===== src/rtl/epp_pkg.sv =====
package epp_pkg;

  typedef enum logic [1:0] {
    ST_IDLE  = 2'd0,
    ST_SETUP = 2'd1,
    ST_STB   = 2'd2,
    ST_REL   = 2'd3
  } hs_state_e;

  localparam logic [2:0] OFS_DATA = 3'd0;
  localparam logic [2:0] OFS_STAT = 3'd1;
  localparam logic [2:0] OFS_CTL  = 3'd2;
  localparam logic [2:0] OFS_ADDR = 3'd3;
  localparam logic [2:0] OFS_EPPD = 3'd4;

  // Control latch bit that turns the AD bus around in plain-port mode
  localparam int CTL_DIR_BIT = 5;

  function automatic logic is_bus_cycle(input logic [2:0] ofs);
    return (ofs == OFS_ADDR) || (ofs == OFS_EPPD);
  endfunction

  function automatic logic [7:0] status_word(input logic [4:0] pins, input logic tmo);
    return {pins, 2'b00, tmo};
  endfunction

  // True on the last allowed cycle of a wait phase
  function automatic logic limit_hit(input int unsigned cnt, input int unsigned lim);
    return (cnt + 1) >= lim;
  endfunction

endpackage


===== src/rtl/epp_sync.sv =====
module epp_sync #(
  parameter int   STAGES  = 2,
  parameter logic RST_VAL = 1'b1
) (
  input  logic clk,
  input  logic rst_n,
  input  logic d,
  output logic q
);
  logic [STAGES-1:0] sr;

  generate
    if (STAGES == 1) begin : g_one
      always_ff @(posedge clk or negedge rst_n)
        if (!rst_n) sr <= RST_VAL;
        else        sr <= d;
    end else begin : g_many
      always_ff @(posedge clk or negedge rst_n)
        if (!rst_n) sr <= {STAGES{RST_VAL}};
        else        sr <= {sr[STAGES-2:0], d};
    end
  endgenerate

  assign q = sr[STAGES-1];
endmodule


===== src/rtl/epp_hs_fsm.sv =====
module epp_hs_fsm
  import epp_pkg::*;
#(
  parameter int DW         = 8,
  parameter int TMO_CYCLES = 64
) (
  input  logic          clk,
  input  logic          rst_n,
  input  logic          start,
  input  logic          is_addr,
  input  logic          is_write,
  input  logic [DW-1:0] wdata,
  input  logic          legacy,
  input  logic          wait_s,
  input  logic [DW-1:0] ad_in,
  output logic          dstb_n,
  output logic          astb_n,
  output logic          wr_n,
  output logic [DW-1:0] ad_out,
  output logic          ad_oe,
  output logic          active,
  output logic          done,
  output logic          tmo_evt,
  output logic [DW-1:0] rdata
);
  localparam int CW = (TMO_CYCLES > 2) ? $clog2(TMO_CYCLES) : 1;

  hs_state_e     st;
  logic [CW-1:0] cnt;
  logic          addr_q;
  logic          tmo_hit;
  logic          stb_on;

  assign tmo_hit = limit_hit(32'(cnt), TMO_CYCLES);
  assign active  = (st != ST_IDLE);
  assign stb_on  = !(dstb_n && astb_n);

  always_ff @(posedge clk or negedge rst_n) begin
    if (!rst_n) begin
      st      <= ST_IDLE;
      cnt     <= '0;
      addr_q  <= 1'b0;
      dstb_n  <= 1'b1;
      astb_n  <= 1'b1;
      wr_n    <= 1'b1;
      ad_out  <= '0;
      ad_oe   <= 1'b0;
      done    <= 1'b0;
      tmo_evt <= 1'b0;
      rdata   <= '0;
    end else begin
      done    <= 1'b0;
      tmo_evt <= 1'b0;
      cnt     <= cnt + 1'b1;
      unique case (st)
        ST_IDLE: begin
          cnt <= '0;
          if (start) begin
            st     <= ST_SETUP;
            wr_n   <= ~is_write;
            ad_out <= wdata;
            ad_oe  <= is_write;
            addr_q <= is_addr;
          end
        end
        ST_SETUP: begin
          if (legacy || !wait_s) begin
            st     <= ST_STB;
            cnt    <= '0;
            astb_n <= ~addr_q;
            dstb_n <= addr_q;
          end else if (tmo_hit) begin
            st      <= ST_IDLE;
            wr_n    <= 1'b1;
            ad_oe   <= 1'b0;
            done    <= 1'b1;
            tmo_evt <= 1'b1;
          end
        end
        ST_STB: begin
          if (wait_s) begin
            st     <= ST_REL;
            cnt    <= '0;
            rdata  <= ad_in;
            dstb_n <= 1'b1;
            astb_n <= 1'b1;
          end else if (tmo_hit) begin
            st      <= ST_IDLE;
            dstb_n  <= 1'b1;
            astb_n  <= 1'b1;
            wr_n    <= 1'b1;
            ad_oe   <= 1'b0;
            done    <= 1'b1;
            tmo_evt <= 1'b1;
          end
        end
        ST_REL: begin
          if (!wait_s || tmo_hit) begin
            st      <= ST_IDLE;
            wr_n    <= 1'b1;
            ad_oe   <= 1'b0;
            done    <= 1'b1;
            tmo_evt <= wait_s;
          end
        end
        default: st <= ST_IDLE;
      endcase
    end
  end

  // never both strobes at once
  p_one_strobe_r3: assert property (@(posedge clk) disable iff (!rst_n)
    $onehot0({!dstb_n, !astb_n}));

  // a strobe falls only when wait was low or legacy start is on
  p_start_gate_r5: assert property (@(posedge clk) disable iff (!rst_n)
    $fell(dstb_n && astb_n) |-> $past(legacy || !wait_s));

  // a strobe rises only after wait went high or the phase expired
  p_release_gate_r6: assert property (@(posedge clk) disable iff (!rst_n)
    $rose(dstb_n && astb_n) |-> $past(wait_s || tmo_hit));

  // bus direction follows the cycle direction while strobed
  p_dir_r4: assert property (@(posedge clk) disable iff (!rst_n)
    stb_on |-> (ad_oe == !wr_n));

  // bus value frozen while the strobe stays low
  p_hold_r2: assert property (@(posedge clk) disable iff (!rst_n)
    (stb_on && $past(stb_on)) |-> $stable(ad_out));

endmodule


===== src/rtl/epp_cycle_ctrl.sv =====
module epp_cycle_ctrl
  import epp_pkg::*;
#(
  parameter int DW          = 8,
  parameter int AW          = 3,
  parameter int SW          = 5,
  parameter int SYNC_STAGES = 2,
  parameter int TMO_CYCLES  = 64
) (
  input  logic          clk,
  input  logic          rst_n,
  input  logic          legacy_en,
  input  logic          req,
  input  logic          req_we,
  input  logic [AW-1:0] req_addr,
  input  logic [DW-1:0] req_wdata,
  output logic          ack,
  output logic [DW-1:0] rdata,
  input  logic [DW-1:0] ad_in,
  output logic [DW-1:0] ad_out,
  output logic          ad_oe,
  output logic          wr_n,
  output logic          dstb_n,
  output logic          astb_n,
  input  logic          wait_n,
  input  logic [SW-1:0] stat_in,
  output logic [DW-1:0] ctl_lines
);
  logic          wait_s;
  logic          busy;
  logic          accept;
  logic          launch;
  logic          tmo_sticky;
  logic [DW-1:0] data_reg;
  logic [DW-1:0] fsm_ad;
  logic          fsm_oe;
  logic          fsm_active;
  logic          fsm_done;
  logic          fsm_tmo;
  logic [DW-1:0] fsm_rdata;
  logic          we_q;

  epp_sync #(.STAGES(SYNC_STAGES), .RST_VAL(1'b1)) u_wait_sync (
    .clk(clk), .rst_n(rst_n), .d(wait_n), .q(wait_s)
  );

  assign accept = req && !busy && !ack;
  assign launch = accept && is_bus_cycle(req_addr);

  epp_hs_fsm #(.DW(DW), .TMO_CYCLES(TMO_CYCLES)) u_fsm (
    .clk(clk), .rst_n(rst_n),
    .start(launch), .is_addr(req_addr == OFS_ADDR), .is_write(req_we),
    .wdata(req_wdata), .legacy(legacy_en), .wait_s(wait_s), .ad_in(ad_in),
    .dstb_n(dstb_n), .astb_n(astb_n), .wr_n(wr_n),
    .ad_out(fsm_ad), .ad_oe(fsm_oe), .active(fsm_active),
    .done(fsm_done), .tmo_evt(fsm_tmo), .rdata(fsm_rdata)
  );

  assign ad_out = fsm_active ? fsm_ad : data_reg;
  assign ad_oe  = fsm_active ? fsm_oe : !ctl_lines[CTL_DIR_BIT];

  always_ff @(posedge clk or negedge rst_n) begin
    if (!rst_n) begin
      busy       <= 1'b0;
      ack        <= 1'b0;
      rdata      <= '0;
      we_q       <= 1'b0;
      data_reg   <= '0;
      ctl_lines  <= '0;
      tmo_sticky <= 1'b0;
    end else begin
      ack <= 1'b0;
      if (fsm_done) begin
        ack   <= 1'b1;
        busy  <= 1'b0;
        rdata <= we_q ? '0 : fsm_rdata;
      end else if (accept) begin
        we_q <= req_we;
        if (is_bus_cycle(req_addr)) begin
          busy <= 1'b1;
        end else begin
          ack <= 1'b1;
          unique case (req_addr)
            OFS_DATA: begin
              rdata <= ctl_lines[CTL_DIR_BIT] ? ad_in : data_reg;
              if (req_we) data_reg <= req_wdata;
            end
            OFS_STAT: begin
              rdata <= DW'(status_word(stat_in, tmo_sticky));
              if (!req_we) tmo_sticky <= 1'b0;
            end
            OFS_CTL: begin
              rdata <= ctl_lines;
              if (req_we) ctl_lines <= req_wdata;
            end
            default: rdata <= '0;
          endcase
        end
      end
      if (fsm_tmo) tmo_sticky <= 1'b1;
    end
  end

  // acknowledge lasts one cycle
  p_ack_pulse_r11: assert property (@(posedge clk) disable iff (!rst_n)
    ack |=> !ack);

  // an expired wait phase leaves the sticky flag set
  p_tmo_sticky_r8: assert property (@(posedge clk) disable iff (!rst_n)
    fsm_tmo |=> tmo_sticky);

  // no strobe activity outside an accepted bus access
  p_busy_strobe_r11: assert property (@(posedge clk) disable iff (!rst_n)
    !(dstb_n && astb_n) |-> busy);

endmodule


===== config.mk =====
export PLATFORM = sky130hd
export DESIGN_NAME = epp_cycle_ctrl
export DESIGN_NICKNAME = d
export VERILOG_FILES = /design/src/rtl/epp_pkg.sv /design/src/rtl/epp_sync.sv /design/src/rtl/epp_hs_fsm.sv /design/src/rtl/epp_cycle_ctrl.sv
export SDC_FILE = /design/constraint.sdc
export NUM_CORES = 1
export LEC_CHECK = 0
export BUFFER_PORTS_ARGS = -buffer_cell sky130_fd_sc_hd__buf_2
export CORE_ASPECT_RATIO = 1.2
export CORE_UTILIZATION = 50
export CTS_CLUSTER_SIZE = 30
export DETAILED_ROUTE_END_ITERATION = 10
export GPL_TIMING_DRIVEN = 0
export PLACE_DENSITY = 0.82
export SYNTH_ARGS = -nofsm -noshare
export SYNTH_HDL_FRONTEND = slang
export SYNTH_SLANG_ARGS = --single-unit

===== constraint.sdc =====
create_clock -name clk -period 1.9 [get_ports clk]
set_input_delay 0.095 -clock clk [delete_from_list [all_inputs] [get_ports clk]]
set_output_delay 0.095 -clock clk [all_outputs]
set_load 0.02 [all_outputs]

== Word-level counts from Yosys, hierarchy flattened ==
Index checks and enable logic that the tools add are counted.

* Equal/unequal tests: 17
* Muxes and demuxes: 54
* Bitwise operators: 4
* Multipliers: 0
* Add/sub/neg operators: 2
* Divide/modulo/power cells: 0
* Shift operators: 0
* Reduce and logical (&&, ||, !) cells: 29
* $lt $le $gt $ge: 1

{| class="wikitable"
|+ Operators by type and width
! operator !! count
|-
| 8-bit 2-to-1 mux || 6
|-
| 32-bit by 7-bit greater-or-equal comparator with 1-bit output, second input constant || 1
|-
| 1-bit 2-to-1 mux || 32
|-
| 8-bit one-hot mux with 3 select lines || 1
|-
| 6-bit one-hot mux with 3 select lines || 1
|-
| 5-bit AND reduction || 3
|-
| 6-bit 2-to-1 mux || 2
|-
| 2-bit AND reduction || 6
|-
| 2-bit nonzero test || 6
|-
| 2-bit 2-to-1 mux || 5
|-
| 2-bit by 1-bit != test with 1-bit output, second input constant || 5
|-
| 2-bit != test, second input constant || 4
|-
| 1-bit one-hot mux with 4 select lines || 2
|-
| 2-bit one-hot mux with 4 select lines || 1
|-
| 6-bit by 1-bit adder with 7-bit output, second input constant || 1
|-
| 6-bit by 1-bit adder with 6-bit output, second input constant || 1
|-
| 3-bit by 2-bit equality test with 1-bit output, second input constant || 2
|-
| 1-bit one-hot mux with 3 select lines || 2
|-
| 2-bit equality test, second input constant || 2
|-
| 1-bit zero test || 4
|-
| 1-bit inverter || 4
|-
| 1-bit one-hot mux with 2 select lines || 2
|-
| 4-bit AND reduction || 1
|-
| 3-bit by 1-bit equality test with 1-bit output, second input constant || 1
|-
| 8 further kinds || 12
|}

* Input port bits: 30
* Memory bits (read-only): 0
* Logic and storage cells: 126
* RAM bits: 0
* Latch bits: 0
* Output and inout bits: 29
* Memories kept: 0
* Register bits after elaboration: 61

== Depth between registers and ports, before layout ==
* Depth in word-level cells: 6
* Gate-level depth with buffers: 6
* Mapped depth without buffers: 6

== Cells and area by module ==
Synthesis repeated with hierarchy kept, for this count alone.

* Cell total of the unflattened synthesis: 251
* Area, all modules: 3044.2 um^2

{| class="wikitable"
|+ Modules (own cells, without submodules)
! module !! area each (um^2) !! sequential area each (um^2) !! cells each !! instances
|-
| epp_cycle_ctrl || 1561.5 || 700.7 || 130 || 1
|-
| epp_hs_fsm || 1430.1 || 779.5 || 119 || 1
|-
| epp_sync || 52.6 || 52.6 || 2 || 1
|}

== Worst setup path before layout ==
Ideal clock, no wire load.

* Kind: reg-to-output
* Start: register u_fsm.st[0]
* End: output port ad_oe
* Arrival time: 1.670 ns
* Path slack: 0.135 ns
* Buffers on the path: 2
* Required time: 1.805 ns
* Stages on the path, launching flop included: 6
* Path through: dfrtp_1 inv_1 ha_1 buf_2 buf_1 mux2i_1

* Word-level cells in the longest chain between the ends: 2

{| class="wikitable"
|+ Ends and longest elaborated chain
! item !! RTL line !! source
|-
| from (decl) || epp_hs_fsm.sv:28 || <nowiki>hs_state_e st;</nowiki>
|-
| from (signal assigned) || epp_hs_fsm.sv:40 || <nowiki>st <= ST_IDLE;</nowiki>
|-
| from (signal assigned) || epp_hs_fsm.sv:59 || <nowiki>st <= ST_SETUP;</nowiki>
|-
| from (signal assigned) || epp_hs_fsm.sv:68 || <nowiki>st <= ST_STB;</nowiki>
|-
| 2-bit nonzero test || epp_hs_fsm.sv:35 || <nowiki>assign active = (st != ST_IDLE);</nowiki>
|-
| 1-bit 2-to-1 mux || epp_cycle_ctrl.sv:60 || <nowiki>assign ad_oe = fsm_active ? fsm_oe : !ctl_lines[CTL_DIR_BIT];</nowiki>
|-
| to (decl) || epp_cycle_ctrl.sv:21 || <nowiki>output logic ad_oe,</nowiki>
|}

No other way between the ends.

== Final worst setup path ==
* Start: register u_fsm.st[0]
* End: register u_fsm.done

* Word-level cells in the longest chain between the ends: 2
* Elaborated cells between the ends (all ways): 4
* Classes of those cells: eq/ne (3); mux (1)

{| class="wikitable"
|+ Ends and longest elaborated chain
! item !! RTL line !! source
|-
| 2-bit equality test or 2-bit by 1-bit equality test with 1-bit output (tied branches) || epp_hs_fsm.sv:55 || <nowiki>unique case (st)</nowiki>
|-
| 1-bit one-hot mux with 3 select lines * || epp_hs_fsm.sv:55 ||
|-
| to (signal assigned) || epp_hs_fsm.sv:48 || <nowiki>done <= 1'b0;</nowiki>
|-
| to (signal assigned) || epp_hs_fsm.sv:52 || <nowiki>done <= 1'b0;</nowiki>
|-
| to (signal assigned) || epp_hs_fsm.sv:76 || <nowiki>done <= 1'b1;</nowiki>
|-
| to (decl) || epp_hs_fsm.sv:22 || <nowiki>output logic done,</nowiki>
|}

Mark *: on every way between the ends. The rest lies on a longest branch, timed or not.
A chain may end at the register's enable or synchronous reset.

==> results.cfg <==
[worst_setup_path]
path_cells = buf_4 > ha_1 > and3b_1 > nor3_2 > a2bb2oi_1 > nor2_1
critPathKind = flop to flop
slowest_stage = nor3_2
cp-start-kind = flop
critPathMaxStageDelay_ns = 0.44
cp_num_buf_inv = 1
rrSetupSlack_ns = 0.07
crit_required_ns = 2.12
crit_fanout = 7
path_delay_family = simple AND/OR/NAND/NOR gates
setup.worst_path.end_class = flop
cp_data_arrival_time_ns = 2.05

[route]
wl_per_cell_um = 15.7
drc = 0
viasPerCell = 5.45
first_pass_iters = 4
first_iter_violations = 179
antenna_left = 0
drt-total-wl_mm = 6.88
via_count = 2383

[place]
dp.cells = 413
dp_hpwl_mm = 4.86
place_congestion = 0.826
io_buffers = 58

[yosys]
synth_ff_type = dfrtp_1
ys_ff_latch = 61
yosysTopAreaCellShare_pct = 45.2
synth_edf_count = 0
synthCells = 273
synth_nets = 308
netlist_area_um2 = 3100
avgSynthCellArea_um2 = 11.4
synth_area_leader_cell = dfrtp_1
ys_async_sr_fraction_pct = 100
synth_warnings = 0
ys_types = 44
ys_seq_area_share_pct = 49.5
synth_area_leaders = dfrtp_1 (45%), mux2_2 (16%), dfstp_2 (4.2%)

[clocking]
clock_sinks = 61
cts_buffers = 9
htreeDepth = 3
path_clk_slew_ns = 0.06
clockBufferDepth = 2
clk_latency_ns = 0.34
root_buffer = clkbuf_8
cts_tree = yes

[sta]
slew_violations = 0
finalClockSkew_ns = 0.00657
layout_min_cycle_time_ns = 1.83
worst_pin_slew_ns = 0.747
hold_viol = 0
max_freq_ghz = 0.547
rsz0062_at_grt = no
post-route-period-util_pct = 96.2
setup_viol = 0
relSlewSlack_pct = 50.2

[layout]
num_antenna_cells = 0
layout-drive-gt1-share_pct = 42.5
utilization_pct = 63.4
synthToLayoutAreaGrowth_pct = 22.9
instances_no_fill = 437
fin_nets = 385
fillerInstances = 504

[run_status]
status = completed

[pwr]
ir_worst_vdd_v = 0.000852
power.leakage_nw = 1.74
power_density_nw_per_um2 = 1600

[global_routing]
antenna_found_initial = 0
track_usage_pct = 22.7
overflow = 0
grt_max_degree = 62
grt_pass1_wl_mm = 11.0
grt_pass1_vias = 2358

[job]
max_cap_violations = 0

[floorplan]
io_pins = 59
dieWidth_um = 73.9
die_height_um = 88.2
dieArea_um2 = 6520
core_um2 = 6010
start_util_pct = 51.6
rows = 31

[worst_hold_path]
min_path_type = input port to flop
worst paths after layout:
| path | start | end | cells after the start |
|---|---|---|---|
| max in group asynchronous | rst_n | u_fsm.ad_out[0] | 2 |
| worst min-delay path | ad_in[1] | u_fsm.rdata[1] | 2 |
| worst min register to register | u_wait_sync.sr[0] | u_wait_sync.sr[1] | 0 |
| worst max register to register | u_fsm.st[0] | u_fsm.done | 6 |
| min in group asynchronous | rst_n | u_fsm.rdata[3] | 2 |
| worst max-delay path | u_fsm.st[0] | u_fsm.done | 6 |
layout by cell type, fill, tap and decap left out, types with 9 or more instances in the layout:
cell type | Yosys | layout
o21ai_0 | 15 | 14
nor2_1 | 24 | 24
clkbuf_8 | 0 | 9
nand2_1 | 14 | 13
a21oi_1 | 14 | 14
nand3b_1 | 10 | 10
mux2_2 | 43 | 43
dfrtp_1 | 56 | 56
buf_2 | 4 | 60
mux2i_1 | 9 | 9
routing by layer:
layer	routed length (um)	up-vias	share of wire [%]	GRT usage, %
li1	-	1134	-	-
met5	0	-	0	0
met2	3410	69	50	37.9
met3	324	15	4.7	5.58
met1	3010	1165	44	28.4
met4	134	0	1.9	8.39
synth_stat cells (3+ instances only):
library cell and n:
a211oi_1 3, a21oi_1 14, a22oi_1 4, a31oi_1 6, buf_2 4, buf_6 3, clkbuf_1 3, dfrtp_1 56
dfstp_2 5, ha_1 5, inv_1 8, mux2_2 43, mux2i_1 9, nand2_1 14, nand2b_1 5, nand3_1 5
nand3b_1 10, nor2_1 24, nor2b_1 4, nor3_1 3, o21ai_0 15
cells by family after synthesis:
kind of cell | after synthesis | synth area share, %
adder cells (fa/ha/maj) | 5 | 2.02
AO/OA/AOI/OAI | 52 | 10.7
multiplexers | 52 | 18.5
XOR/XNOR | 3 | 0.848
flip-flops | 61 | 49.5
buffers and inverters | 20 | 3.31
AND/OR/NAND/NOR | 80 | 15.1
worst reg2reg max path, stage by stage (launching register included):
cell	delay, ns
dfrtp_1	0.38
buf_4	0.14
ha_1	0.22
and3b_1	0.23
nor3_2	0.44
a2bb2oi_1	0.23
nor2_1	0.06
area by class of cell:
| cell class | count | area (um2) | area share (%) |
|---|---|---|---|
| flip-flops and latches | 61 | 1530 | 40.2 |
| multi-input cells | 192 | 1490 | 39.2 |
| repair buffers | 67 | 365 | 9.59 |
| clock buffers | 11 | 131 | 3.45 |
| well taps | 82 | 103 | 2.69 |
| plain buffers | 11 | 78.8 | 2.07 |
| clock inverters | 5 | 75.1 | 1.97 |
| inverters | 8 | 30.0 | 0.788 |
stage by stage:
stage | setup TNS [ns] | hold WS [ns] | total power, W | setup WS [ns] | area [um2]
floorplan | 0 | -0.201 | 0.00394 | 0.135 | 3100
global placement | -1.47 | 0.200 | 0.00458 | -0.204 | 3490
detailed placement | -1.83 | 0.202 | 0.00468 | -0.241 | 3490
CTS | 0 | 0.000932 | 0.00605 | 0.00532 | 3770
global route | 0 | 0.00300 | 0.00647 | 0.00418 | 3810
finish | 0 | 0.00713 | 0.00610 | 0.0713 | 3810
timing repair:
action	4_1_cts	5_1_grt
endpoints found under the setup margin	13	9
setup buffers	3	4
endpoints found under the hold margin	1	56
cloned	0	0
hold buffers	1	1
resized for setup	13	2
where the power goes:
part	internal (W)	total, W	switching, W	leakage (nW)
clock	0.000732	0.00122	0.000490	0.107
sequential	0.00186	0.00221	0.000353	0.760
combinational	0.00127	0.00267	0.00140	0.877
total	0.00385	0.00610	0.00225	1.74
(Power assumes the default switching activity.)
